===== config.mk =====
export PLATFORM = sky130hd
export DESIGN_NAME = refresh_mode_ctl
export DESIGN_NICKNAME = d
export VERILOG_FILES = /design/src/rtl/rfm_pkg.sv /design/src/rtl/rfm_pulse_meter.sv /design/src/rtl/rfm_self_timer.sv /design/src/rtl/rfm_row_ctr.sv /design/src/rtl/refresh_mode_ctl.sv
export SDC_FILE = /design/constraint.sdc
export NUM_CORES = 1
export LEC_CHECK = 0
export ABC_AREA = 0
export BUFFER_PORTS_ARGS = -buffer_cell sky130_fd_sc_hd__clkbuf_2
export CORE_ASPECT_RATIO = 1.25
export CORE_MARGIN = 2
export CORE_UTILIZATION = 45
export DETAILED_ROUTE_END_ITERATION = 10
export PLACE_DENSITY_LB_ADDON = 0.25
export SLEW_MARGIN = 20
export SYNTH_ARGS = -nofsm -noshare
export SYNTH_HDL_FRONTEND = slang
export SYNTH_SLANG_ARGS = --single-unit

===== constraint.sdc =====
create_clock -name clk -period 2.26 [get_ports clk]
set_input_delay 0.339 -clock clk [delete_from_list [all_inputs] [get_ports clk]]
set_output_delay 0.339 -clock clk [all_outputs]
set_load 0.02 [all_outputs]

===== src/rtl/rfm_pkg.sv =====
package rfm_pkg;
   typedef enum logic [1:0] {
      ST_DISARM = 2'd0,
      ST_ARMED  = 2'd1,
      ST_LOW    = 2'd2,
      ST_SELF   = 2'd3
   } rfm_state_e;
endpackage


===== src/rtl/rfm_pulse_meter.sv =====
module rfm_pulse_meter
   import rfm_pkg::*;
#(
   parameter int unsigned MIN_LOW_CYC     = 20,
   parameter int unsigned SELF_THRESH_CYC = 2000
) (
   input  logic clk,
   input  logic rst_n,
   input  logic standby,
   input  logic pin_low,
   output logic fire,
   output logic in_self
);
   localparam int unsigned CNT_W = $clog2(SELF_THRESH_CYC + 2);
   localparam logic [CNT_W-1:0] MIN_C = CNT_W'(MIN_LOW_CYC);
   localparam logic [CNT_W-1:0] THR_C = CNT_W'(SELF_THRESH_CYC);

   rfm_state_e       state_q, state_d;
   logic [CNT_W-1:0] cnt_q, cnt_d;

   always_comb begin
      state_d = state_q;
      cnt_d   = cnt_q;
      fire    = 1'b0;
      if (!standby) begin
         state_d = ST_DISARM;
         cnt_d   = '0;
      end else begin
         unique case (state_q)
            ST_DISARM: if (!pin_low) state_d = ST_ARMED;
            ST_ARMED: if (pin_low) begin
               state_d = ST_LOW;
               cnt_d   = CNT_W'(1);
            end
            ST_LOW: begin
               if (!pin_low) begin
                  state_d = ST_ARMED;
                  cnt_d   = '0;
                  fire    = (cnt_q >= MIN_C);
               end else if (cnt_q == THR_C) begin
                  state_d = ST_SELF;
                  cnt_d   = '0;
                  fire    = 1'b1;
               end else begin
                  cnt_d = cnt_q + CNT_W'(1);
               end
            end
            ST_SELF: if (!pin_low) state_d = ST_ARMED;
            default: state_d = ST_DISARM;
         endcase
      end
   end

   always_ff @(posedge clk or negedge rst_n) begin
      if (!rst_n) begin
         state_q <= ST_DISARM;
         cnt_q   <= '0;
      end else begin
         state_q <= state_d;
         cnt_q   <= cnt_d;
      end
   end

   assign in_self = (state_q == ST_SELF);

   // a disarmed detector never begins timing a pulse directly
   assert_arm_first_R3: assert property (@(posedge clk) disable iff (!rst_n)
      (state_q == ST_DISARM) |=> (state_q != ST_LOW));

   // releasing the pin in self refresh returns to the armed state
   assert_self_exit_R7: assert property (@(posedge clk) disable iff (!rst_n)
      (state_q == ST_SELF && standby && !pin_low) |=> (state_q == ST_ARMED));
endmodule


===== src/rtl/rfm_self_timer.sv =====
module rfm_self_timer #(
   parameter int unsigned SELF_PERIOD_CYC = 3906
) (
   input  logic clk,
   input  logic rst_n,
   input  logic run,
   output logic tick
);
   localparam int unsigned TM_W = $clog2(SELF_PERIOD_CYC + 1);
   localparam logic [TM_W-1:0] LAST = TM_W'(SELF_PERIOD_CYC - 1);

   logic [TM_W-1:0] tm_q;

   assign tick = run && (tm_q == LAST);

   always_ff @(posedge clk or negedge rst_n) begin
      if (!rst_n)                tm_q <= '0;
      else if (!run || tick)     tm_q <= '0;
      else                       tm_q <= tm_q + TM_W'(1);
   end

   // the interval counter never passes its last value
   assert_tm_bound_R6: assert property (@(posedge clk) disable iff (!rst_n)
      tm_q <= LAST);
endmodule


===== src/rtl/rfm_row_ctr.sv =====
module rfm_row_ctr #(
   parameter int unsigned ROW_W = 11,
   parameter int unsigned ROWS  = 2048
) (
   input  logic             clk,
   input  logic             rst_n,
   input  logic             step,
   output logic [ROW_W-1:0] row
);
   localparam logic [ROW_W-1:0] TOP = ROW_W'(ROWS - 1);

   logic [ROW_W-1:0] row_q, row_inc;

   generate
      if (ROWS == (1 << ROW_W)) begin : g_natural_wrap
         assign row_inc = row_q + ROW_W'(1);
      end else begin : g_compare_wrap
         assign row_inc = (row_q == TOP) ? '0 : row_q + ROW_W'(1);
      end
   endgenerate

   always_ff @(posedge clk or negedge rst_n) begin
      if (!rst_n)    row_q <= '0;
      else if (step) row_q <= row_inc;
   end

   assign row = row_q;

   // each served request advances the row by one with wrap
   assert_row_step_R9: assert property (@(posedge clk) disable iff (!rst_n)
      step |=> (row_q == (($past(row_q) == TOP) ? '0 : $past(row_q) + ROW_W'(1))));

   // the row never leaves the legal range
   assert_row_range_R9: assert property (@(posedge clk) disable iff (!rst_n)
      row_q <= TOP);
endmodule


===== src/rtl/refresh_mode_ctl.sv =====
module refresh_mode_ctl #(
   parameter int unsigned ROW_W           = 11,
   parameter int unsigned ROWS            = 2048,
   parameter int unsigned MIN_LOW_CYC     = 20,
   parameter int unsigned SELF_THRESH_CYC = 2000,
   parameter int unsigned SELF_PERIOD_CYC = 3906
) (
   input  logic             clk,
   input  logic             rst_n,
   input  logic             chip_sel_n,
   input  logic             oe_rf_n,
   output logic             rf_req,
   output logic [ROW_W-1:0] rf_row,
   output logic             self_active
);
   initial begin : param_checks
      if (ROWS < 2 || ROWS > (1 << ROW_W)) $fatal(1, "ROWS out of range for ROW_W");
      if (MIN_LOW_CYC < 1)                 $fatal(1, "MIN_LOW_CYC must be at least 1");
      if (SELF_THRESH_CYC < MIN_LOW_CYC)   $fatal(1, "threshold below minimum width");
      if (SELF_PERIOD_CYC < 2)             $fatal(1, "SELF_PERIOD_CYC must be at least 2");
   end

   logic standby, pin_low;
   logic meter_fire, in_self, timer_tick;
   logic req_q;

   assign standby = chip_sel_n;
   assign pin_low = !oe_rf_n;

   rfm_pulse_meter #(
      .MIN_LOW_CYC    (MIN_LOW_CYC),
      .SELF_THRESH_CYC(SELF_THRESH_CYC)
   ) u_meter (
      .clk    (clk),
      .rst_n  (rst_n),
      .standby(standby),
      .pin_low(pin_low),
      .fire   (meter_fire),
      .in_self(in_self)
   );

   rfm_self_timer #(
      .SELF_PERIOD_CYC(SELF_PERIOD_CYC)
   ) u_timer (
      .clk  (clk),
      .rst_n(rst_n),
      .run  (in_self && standby && pin_low),
      .tick (timer_tick)
   );

   rfm_row_ctr #(
      .ROW_W(ROW_W),
      .ROWS (ROWS)
   ) u_rows (
      .clk  (clk),
      .rst_n(rst_n),
      .step (req_q),
      .row  (rf_row)
   );

   always_ff @(posedge clk or negedge rst_n) begin
      if (!rst_n) req_q <= 1'b0;
      else        req_q <= meter_fire || timer_tick;
   end

   assign rf_req      = req_q;
   assign self_active = in_self;

   // no request follows a cycle in which the chip was selected
   assert_no_req_selected_R2: assert property (@(posedge clk) disable iff (!rst_n)
      !chip_sel_n |=> !rf_req);

   // selection ends self refresh on the next cycle
   assert_select_cancels_R8: assert property (@(posedge clk) disable iff (!rst_n)
      !chip_sel_n |=> !self_active);

   // requests are single-cycle strobes
   assert_req_single_R10: assert property (@(posedge clk) disable iff (!rst_n)
      rf_req |=> !rf_req);

   // self refresh is entered only together with a request
   assert_self_entry_req_R6: assert property (@(posedge clk) disable iff (!rst_n)
      $rose(self_active) |-> rf_req);
endmodule


==> metrics.md, run 1 <==
| Metric | Value |
|---|---|
| Synthesized area per cell | `10.14 sq um` |
| Req. time, crit path | `between 2000 and 2500 ps` |
| Critical path arrival | `approximately 2200 ps` |
| Synth Area in Adders | `0.05696` |
| Status | `finished clean` |
| Reg-to-reg endpoint | `u_meter.cnt_q[8]$_DFFE_PN0P_` |
| Row Count | `26` |
| Hold EP | `rf_req$_DFF_PN0_` |
| PortBufs | `16` |
| Fillers | `405` |
| Vias/cell | `5.377` |
| Clk sinks | `37` |
| Power, Total | `0.001708 W` |
| PwrDens | `roughly 760 mW/mm^2` |
| Hold path start | `oe_rf_n` |
| Cells on worst reg2reg path | `6` |
| Crit Path Category | `flop to flop` |
| Critical Path Stages | `6` |
| Startpoint Class | `flop` |
| CTS H-tree depth | `2` |
| CTS tree | `built` |
| Final Critical Period | `1958 ps` |
| Worst reg2reg path startpoint | `u_meter.state_q[0]$_DFFE_PN0P_` |
| Total GRT Usage | `0.1604` |
| Post-synthesis mux area share | `0.01076` |
| Max stage delay on crit path | `about 420 ps` |
| Seq/Total Area, Yosys | `0.4684` |
| Synth unique cells | `between 40 and 50` |
| Cell with the largest stage delay on the worst path | `dfrtp_1` |
| Post-CTS Resized | `0` |
| Hold Crit Depth | `2` |
| Largest family of logic cells by synthesized area | `simple AND/OR/NAND/NOR gates` |
| # diodes | `0` |
| Post-layout nets | `~230` |
| Clock root buffer | `clkbuf_8` |
| WL/cell | `approximately 13 um` |
| Fin Setup TNS | `0 ps` |
| Maximum fanout along the worst path | `8` |
| Setup Skew | `approximately 4.3 ps` |
| Vias in the first global route | `approximately 1400` |
| Final Hold Vio Count | `0` |
| Async set-reset flop share out of synthesis | `1.000` |
| Pins Over Slew Limit | `0` |
| Setup-failing EPs final | `0` |
| Hold crit path type | `input port to flop` |
| Worst-path clk slew | `70 ps` |
| Initial Utilization | `0.4748` |
| Worst reg2reg setup slack | `just over 300 ps` |
| Simple-Gate Fraction of Synth Area | `0.2070` |
| Setup repair bufs after CTS | `0` |
| Post-Synthesis Cells | `195` |
| Remaining antenna violation count | `0` |
| CP bufs+invs | `1` |
| Pre-Repair DR Iteration Count | `8` |
| Core region area | `0.004164 sq mm` |
| Number of CTS-inserted buffers | `5` |
| Critical Path, Cell by Cell | `inv_1, ha_1, nand2b_4, a311o_1, or3_1, a21oi_2` |
| Max VDD drop | `0.3655 mV` |
| HPWL after DPL | `2.579 mm` |
| Crit. End Element | `flop` |
| Xor and xnor area share after synthesis | `0.1108` |
| Clock buffer depth | `2` |
| Post-synth EDFFs | `0` |
| Global-route wire length before repair | `around 6.4 mm` |
| Syn. warnings | `0` |
| Maximum clock frequency | `between 500 and 600 MHz` |
| Vias | `1468` |
| Die height | `just under 80 um` |
| Die area | `slightly below 0.005 sq mm` |
| Area growth syn-to-layout | `13.54%` |
| CTS hold repair buffers | `1` |
| Prevailing post-synth register cell | `dfrtp_1` |
| Mapped Nets | `208` |
| Synthesized flop and latch total | `37` |
| Relative slew slack | `0.6583` |
| Actual slew at the worst max-slew pin | `511.0 ps` |
| DR iter-0 viols | `70` |
| IO Pins | `17` |
| RSZ-0062 raised after global routing | `no` |
| Die Width | `~63 um` |
| Layout cells sized above 1 | `0.1429` |
| CP delay by family, top | `compound AO/OA/AOI/OAI gates` |
| Overflow after GRT | `0` |
| Maxcap violations | `0` |
| Largest net degree at the start of global routing | `23` |
| Final Wtd Congestion | `0.7444` |
| Clock latency on the worst-skew pair | `approximately 280 ps` |
| Period utilisation layout | `0.8663` |
| Synthesized area | `just under 0.002 sq mm` |
| Post-synthesis compound-gate area fraction | `0.1114` |
| Drt drc | `0` |
| Pleak | `roughly 0.96 nW` |
| DRT Wirelength | `roughly 3.6 mm` |
| Antenna violations before repair | `0` |
## synth_stat cells, types with 2 or more instances
cell | instances | share of area
xor2_1 | 9 | 0.040
nand3_1 | 14 | 0.035
ha_1 | 9 | 0.057
nor2_1 | 22 | 0.042
nand4b_1 | 2 | 0.0089
nand2_1 | 9 | 0.017
nand4_1 | 10 | 0.032
nor3_1 | 3 | 0.0076
a211oi_1 | 2 | 0.0076
clkbuf_1 | 2 | 0.0038
nand2b_4 | 2 | 0.014
or3_1 | 2 | 0.0063
nor4b_1 | 2 | 0.0089
dfrtp_1 | 37 | 0.47
inv_1 | 14 | 0.027
a21oi_1 | 3 | 0.0076
a31oi_1 | 2 | 0.0063
o21ai_0 | 6 | 0.015
and3_1 | 3 | 0.0095
xnor2_1 | 16 | 0.071
## registers in the layout (all words and copies together) (netlist names)
| name | count |
|---|---|
| u_meter.state_q | 2 |
| u_rows.row | 11 |
| rf_req | 1 |
| u_meter.cnt_q | 11 |
| u_timer.tm_q | 12 |
## worst max path at each step
| stage | endpoint | slack (ps) | from |
|---|---|---|---|
| finish | u_meter.cnt_q[8]$_DFFE_PN0P_ | 300 | u_meter.state_q[0]$_DFFE_PN0P_ |
| global route | u_meter.cnt_q[8]$_DFFE_PN0P_ | 150 | u_meter.state_q[0]$_DFFE_PN0P_ |
| CTS | u_meter.cnt_q[8]$_DFFE_PN0P_ | 300 | u_meter.state_q[0]$_DFFE_PN0P_ |
| detailed placement | u_meter.cnt_q[8]$_DFFE_PN0P_ | 320 | u_meter.state_q[0]$_DFFE_PN0P_ |
| global placement | u_meter.cnt_q[8]$_DFFE_PN0P_ | 360 | u_meter.state_q[0]$_DFFE_PN0P_ |
| floorplan | u_meter.cnt_q[8]$_DFFE_PN0P_ | 450 | u_meter.state_q[0]$_DFFE_PN0P_ |
## routing by layer
metal  global-route usage  vias up  wire length (um)
met5                    0        -                 0
met4              0.06304        0                44
met3              0.03295        5               142
met2               0.2660       37              1699
met1               0.2054      700              1736
li1                     -      726                 -
## cells by family (layout without fill, tap and decap cells)
group	count (synthesis)	count (layout)
buf+inv	18	40
xor+xnor	25	25
flops	37	37
mux	2	2
fa+ha+maj	9	9
simple gates	76	76
compound gates	28	28
## metrics by stage
| step | worst slack, ps | cells | hold WS [ps] | instance area, sq um | utilization |
|---|---|---|---|---|---|
| finish | 302.3 | 273 | 377.3 | 2245 | 0.5391 |
| global route | 150.3 | 273 | 396.4 | 2245 | 0.5391 |
| CTS | 302.6 | 273 | 370.3 | 2245 | 0.5391 |
| detailed placement | 320.0 | 264 | 286.7 | 2118 | 0.5087 |
| global placement | 359.7 | 264 | 277.5 | 2118 | 0.5087 |
| floorplan | 447.1 | 195 | 43.41 | 1977 | - |
## layout by cell type, fill, tap and decap left out, types with 2 or more instances in the layout
cell       n
inv_1     14
nand4b_1   2
nand2b_4   2
a21oi_1    3
nor2_1    22
and3_1     3
o21ai_0    6
nand3_1   14
ha_1       9
or3_1      2
clkbuf_2  16
clkbuf_8   6
dfrtp_1   37
nand2_1    9
a211oi_1   2
a31oi_1    2
xnor2_1   16
xor2_1     9
nor3_1     3
nor4b_1    2
nand4_1   10
## final cells by class
| type | count | area [sq um] | area share |
|---|---|---|---|
| Clock buffer | 7 | 86.33 | 0.03846 |
| Clock inverter | 1 | 30.03 | 0.01338 |
| Inverter | 14 | 52.55 | 0.02341 |
| Multi-Input combinational cell | 140 | 982.2 | 0.4376 |
| Sequential cell | 37 | 925.9 | 0.4125 |
| Tap cell | 56 | 70.07 | 0.03122 |
| Timing Repair Buffer | 18 | 97.59 | 0.04348 |
## power by group
group / internal [W] / total [W] / switching (W)
Clock: 0.000360 / 0.000589 / 0.000229
Combinational: 0.000142 / 0.000353 / 0.000212
Sequential: 0.000706 / 0.000766 / 0.0000596
(Power assumes the default switching activity.)
==> run 2: changes to the inputs <==
--- a/config.mk
+++ b/config.mk
@@ -9,7 +9,7 @@
 export BUFFER_PORTS_ARGS = -buffer_cell sky130_fd_sc_hd__clkbuf_2
 export CORE_ASPECT_RATIO = 1.25
 export CORE_MARGIN = 2
-export CORE_UTILIZATION = 45
+export CORE_UTILIZATION = 59
 export DETAILED_ROUTE_END_ITERATION = 10
 export PLACE_DENSITY_LB_ADDON = 0.25
 export SLEW_MARGIN = 20
==> metrics.md, run 2 (synthesized netlist as in run 1, its figures left out) <==
| Metric | Value |
|---|---|
| Status | `finished clean` |
| Fin Setup TNS | `0 ps (unchanged)` |
| Pleak | `0.9499 nW (-1.0%)` |
| # diodes | `0 (unchanged)` |
| Area growth syn-to-layout | `11.65%` |
| Max stage delay on crit path | `430 ps (about the same)` |
| Crit Path Category | `flop to flop` |
| Clk sinks | `37 (unchanged)` |
| CTS tree | `built` |
| Row Count | `23 (-12%)` |
| Period utilisation layout | `0.8801 (+0.01381)` |
| Worst-path clk slew | `70 ps (about the same)` |
| Max reg flops | `12 (unchanged)` |
| Req. time, crit path | `2480 ps (about the same)` |
| Critical Path, Cell by Cell | `inv_1, ha_1, nand2b_4, a311o_1, or3_1, a21oi_2` |
| Drt drc | `0 (unchanged)` |
| Global-route wire length before repair | `6.458 mm (+1.5%)` |
| PortBufs | `16 (unchanged)` |
| Crit. End Element | `flop` |
| Core region area | `0.003194 sq mm (-23%)` |
| Largest net degree at the start of global routing | `38 (+65%)` |
| Die height | `68.72 um (-12%)` |
| Relative slew slack | `0.4037 (-0.2547)` |
| Final Wtd Congestion | `0.8133 (+9.3%)` |
| Net Sw Power | `0.0005113 W (+2.1%)` |
| Antenna violations before repair | `0 (unchanged)` |
| Final Critical Period | `1989 ps (+31.22 ps)` |
| CTS H-tree depth | `2 (unchanged)` |
| Max VDD drop | `0.5597 mV (+53%)` |
| DRT Wirelength | `3.754 mm (+3.6%)` |
| Final Util | `0.6910 (+0.1519)` |
| Final Non-Filler Cells | `252 (-7.7%)` |
| RSZ-0062 raised after global routing | `no` |
| Critical path arrival | `2210 ps (+40 ps)` |
| Final Hold Vio Count | `0 (unchanged)` |
| Pre-Repair DR Iteration Count | `5 (-3)` |
| Number of CTS-inserted buffers | `5 (unchanged)` |
| Post-CTS Resized | `0 (unchanged)` |
| Hold crit path type | `input port to async pin` |
| Cell with the largest stage delay on the worst path | `dfrtp_1` |
| Switching Fraction | `0.2978 (+0.004744)` |
| PwrDens | `778.0 mW/mm^2 (+2.2%)` |
| Cell count after placement | `244 (-7.6%)` |
| Remaining antenna violation count | `0 (unchanged)` |
| Combinational Power Share | `0.210 (+0.003)` |
| Overflow after GRT | `0 (unchanged)` |
| Maxcap violations | `0 (unchanged)` |
| HPWL after DPL | `2.744 mm (+6.4%)` |
| Die Width | `55.78 um (-12%)` |
| Maximum fanout along the worst path | `8 (unchanged)` |
| IO Pins | `17 (unchanged)` |
| Vias/cell | `5.849 (+8.8%)` |
| Fillers | `254 (-37%)` |
| Clock buffer depth | `2 (unchanged)` |
| Pins Over Slew Limit | `0 (unchanged)` |
| Flop pwr share | `0.445 (-0.003)` |
| Internal | `0.001206 W (-0.17%)` |
| Most frequent cells in the layout | `dfrtp_1 (37), nor2_1 (22), xnor2_1 (16), clkbuf_2 (16)` |
| DR iter-0 viols | `49 (-30%)` |
| Actual slew at the worst max-slew pin | `894.5 ps (+383.6 ps)` |
| Setup repair bufs after CTS | `0 (unchanged)` |
| Setup-failing EPs final | `0 (unchanged)` |
| Layout cells sized above 1 | `0.1442 (+0.001329)` |
| WL/cell | `14.90 um (+12%)` |
| Total GRT Usage | `0.2193 (+0.05886)` |
| Vias in the first global route | `1509 (+6.8%)` |
| Clock share of power | `0.345 (about the same)` |
| Vias | `1474 (+0.41%)` |
| Die area | `0.003833 sq mm (-22%)` |
| Startpoint Class | `flop` |
| Clock latency on the worst-skew pair | `290 ps (about the same)` |
| Clock root buffer | `clkbuf_8` |
| Final hold slack | `164.7 ps (-212.6 ps)` |
| Maximum clock frequency | `502.8 MHz (-1.6%)` |
| Setup Skew | `7.929 ps (+3.588 ps)` |
| Post-layout nets | `227 (-0.87%)` |
| Commonest non-fill, non-tap cell in the layout | `dfrtp_1` |
| Largest Register | `u_timer.tm_q` |
| Initial Utilization | `0.6189 (+0.1441)` |
| CTS hold repair buffers | `0 (-1)` |
==> run 2: worst max-delay path, delay by kind of cell, from the launching register on <==
| kind | cells | cell delay, ps |
|---|---|---|
| compound gates | 2 | 550 |
| simple gates | 2 | 490 |
| flops | 1 | 430 |
| fa+ha+maj | 1 | 340 |
| buf+inv | 1 | 100 |
==> run 2: area by class of cell <==
type,count,area (sq um),area share
multi-input combinational,140,982.2,0.4450
sequential,37,925.9,0.4195
clock buffer,6,82.58,0.03741
timing repair buffer,16,80.08,0.03628
inverter,14,52.55,0.02381
tap,37,46.29,0.02098
clock inverter,2,37.54,0.01701
==> run 2: through the flow <==
stage               cell area [sq um]  total power [W]  setup WS, ps
global route                     2207         0.001810         178.7
global placement                 2087         0.001104         386.8
CTS                              2207         0.001733         284.5
finish                           2207         0.001717         271.1
detailed placement               2087         0.001136         302.8
floorplan                        1977         0.001030         447.1
==> run 2: metal layers <==
| metal | part of all wire | track usage | vias up |
|---|---|---|---|
| met5 | 0 | 0 | - |
| met4 | 0.022 | 0.1159 | 0 |
| met3 | 0.038 | 0.05037 | 9 |
| met2 | 0.51 | 0.3943 | 39 |
| met1 | 0.43 | 0.2461 | 699 |
| li1 | - | - | 727 |
==> run 2: path summary, 6_finish.rpt <==
kind | startpoint | to | slack (ps) | cells past startpoint
setup / recovery | u_meter.state_q[0]$_DFFE_PN0P_ | u_meter.cnt_q[8]$_DFFE_PN0P_ | 270 | 6
hold / removal | rst_n | u_rows.row[3]$_DFFE_PN0P_ | 160 | 1
setup reg to reg | u_meter.state_q[0]$_DFFE_PN0P_ | u_meter.cnt_q[8]$_DFFE_PN0P_ | 270 | 6
hold reg to reg | u_rows.row[10]$_DFFE_PN0P_ | u_rows.row[10]$_DFFE_PN0P_ | 480 | 1
max in group asynchronous | rst_n | u_meter.cnt_q[1]$_DFFE_PN0P_ | 1540 | 1
min in group clk | oe_rf_n | rf_req$_DFF_PN0_ | 410 | 2
==> run 2: power groups by stage <==
stage	clock [W]	combinational, W	sequential (W)
2_1_floorplan	0	0.000239	0.000791
3_3_place_gp	0	0.000334	0.000770
3_5_place_dp	0	0.000361	0.000775
4_1_cts	0.000607	0.000362	0.000763
5_1_grt	0.000632	0.000406	0.000772
6_report	0.000593	0.000360	0.000764
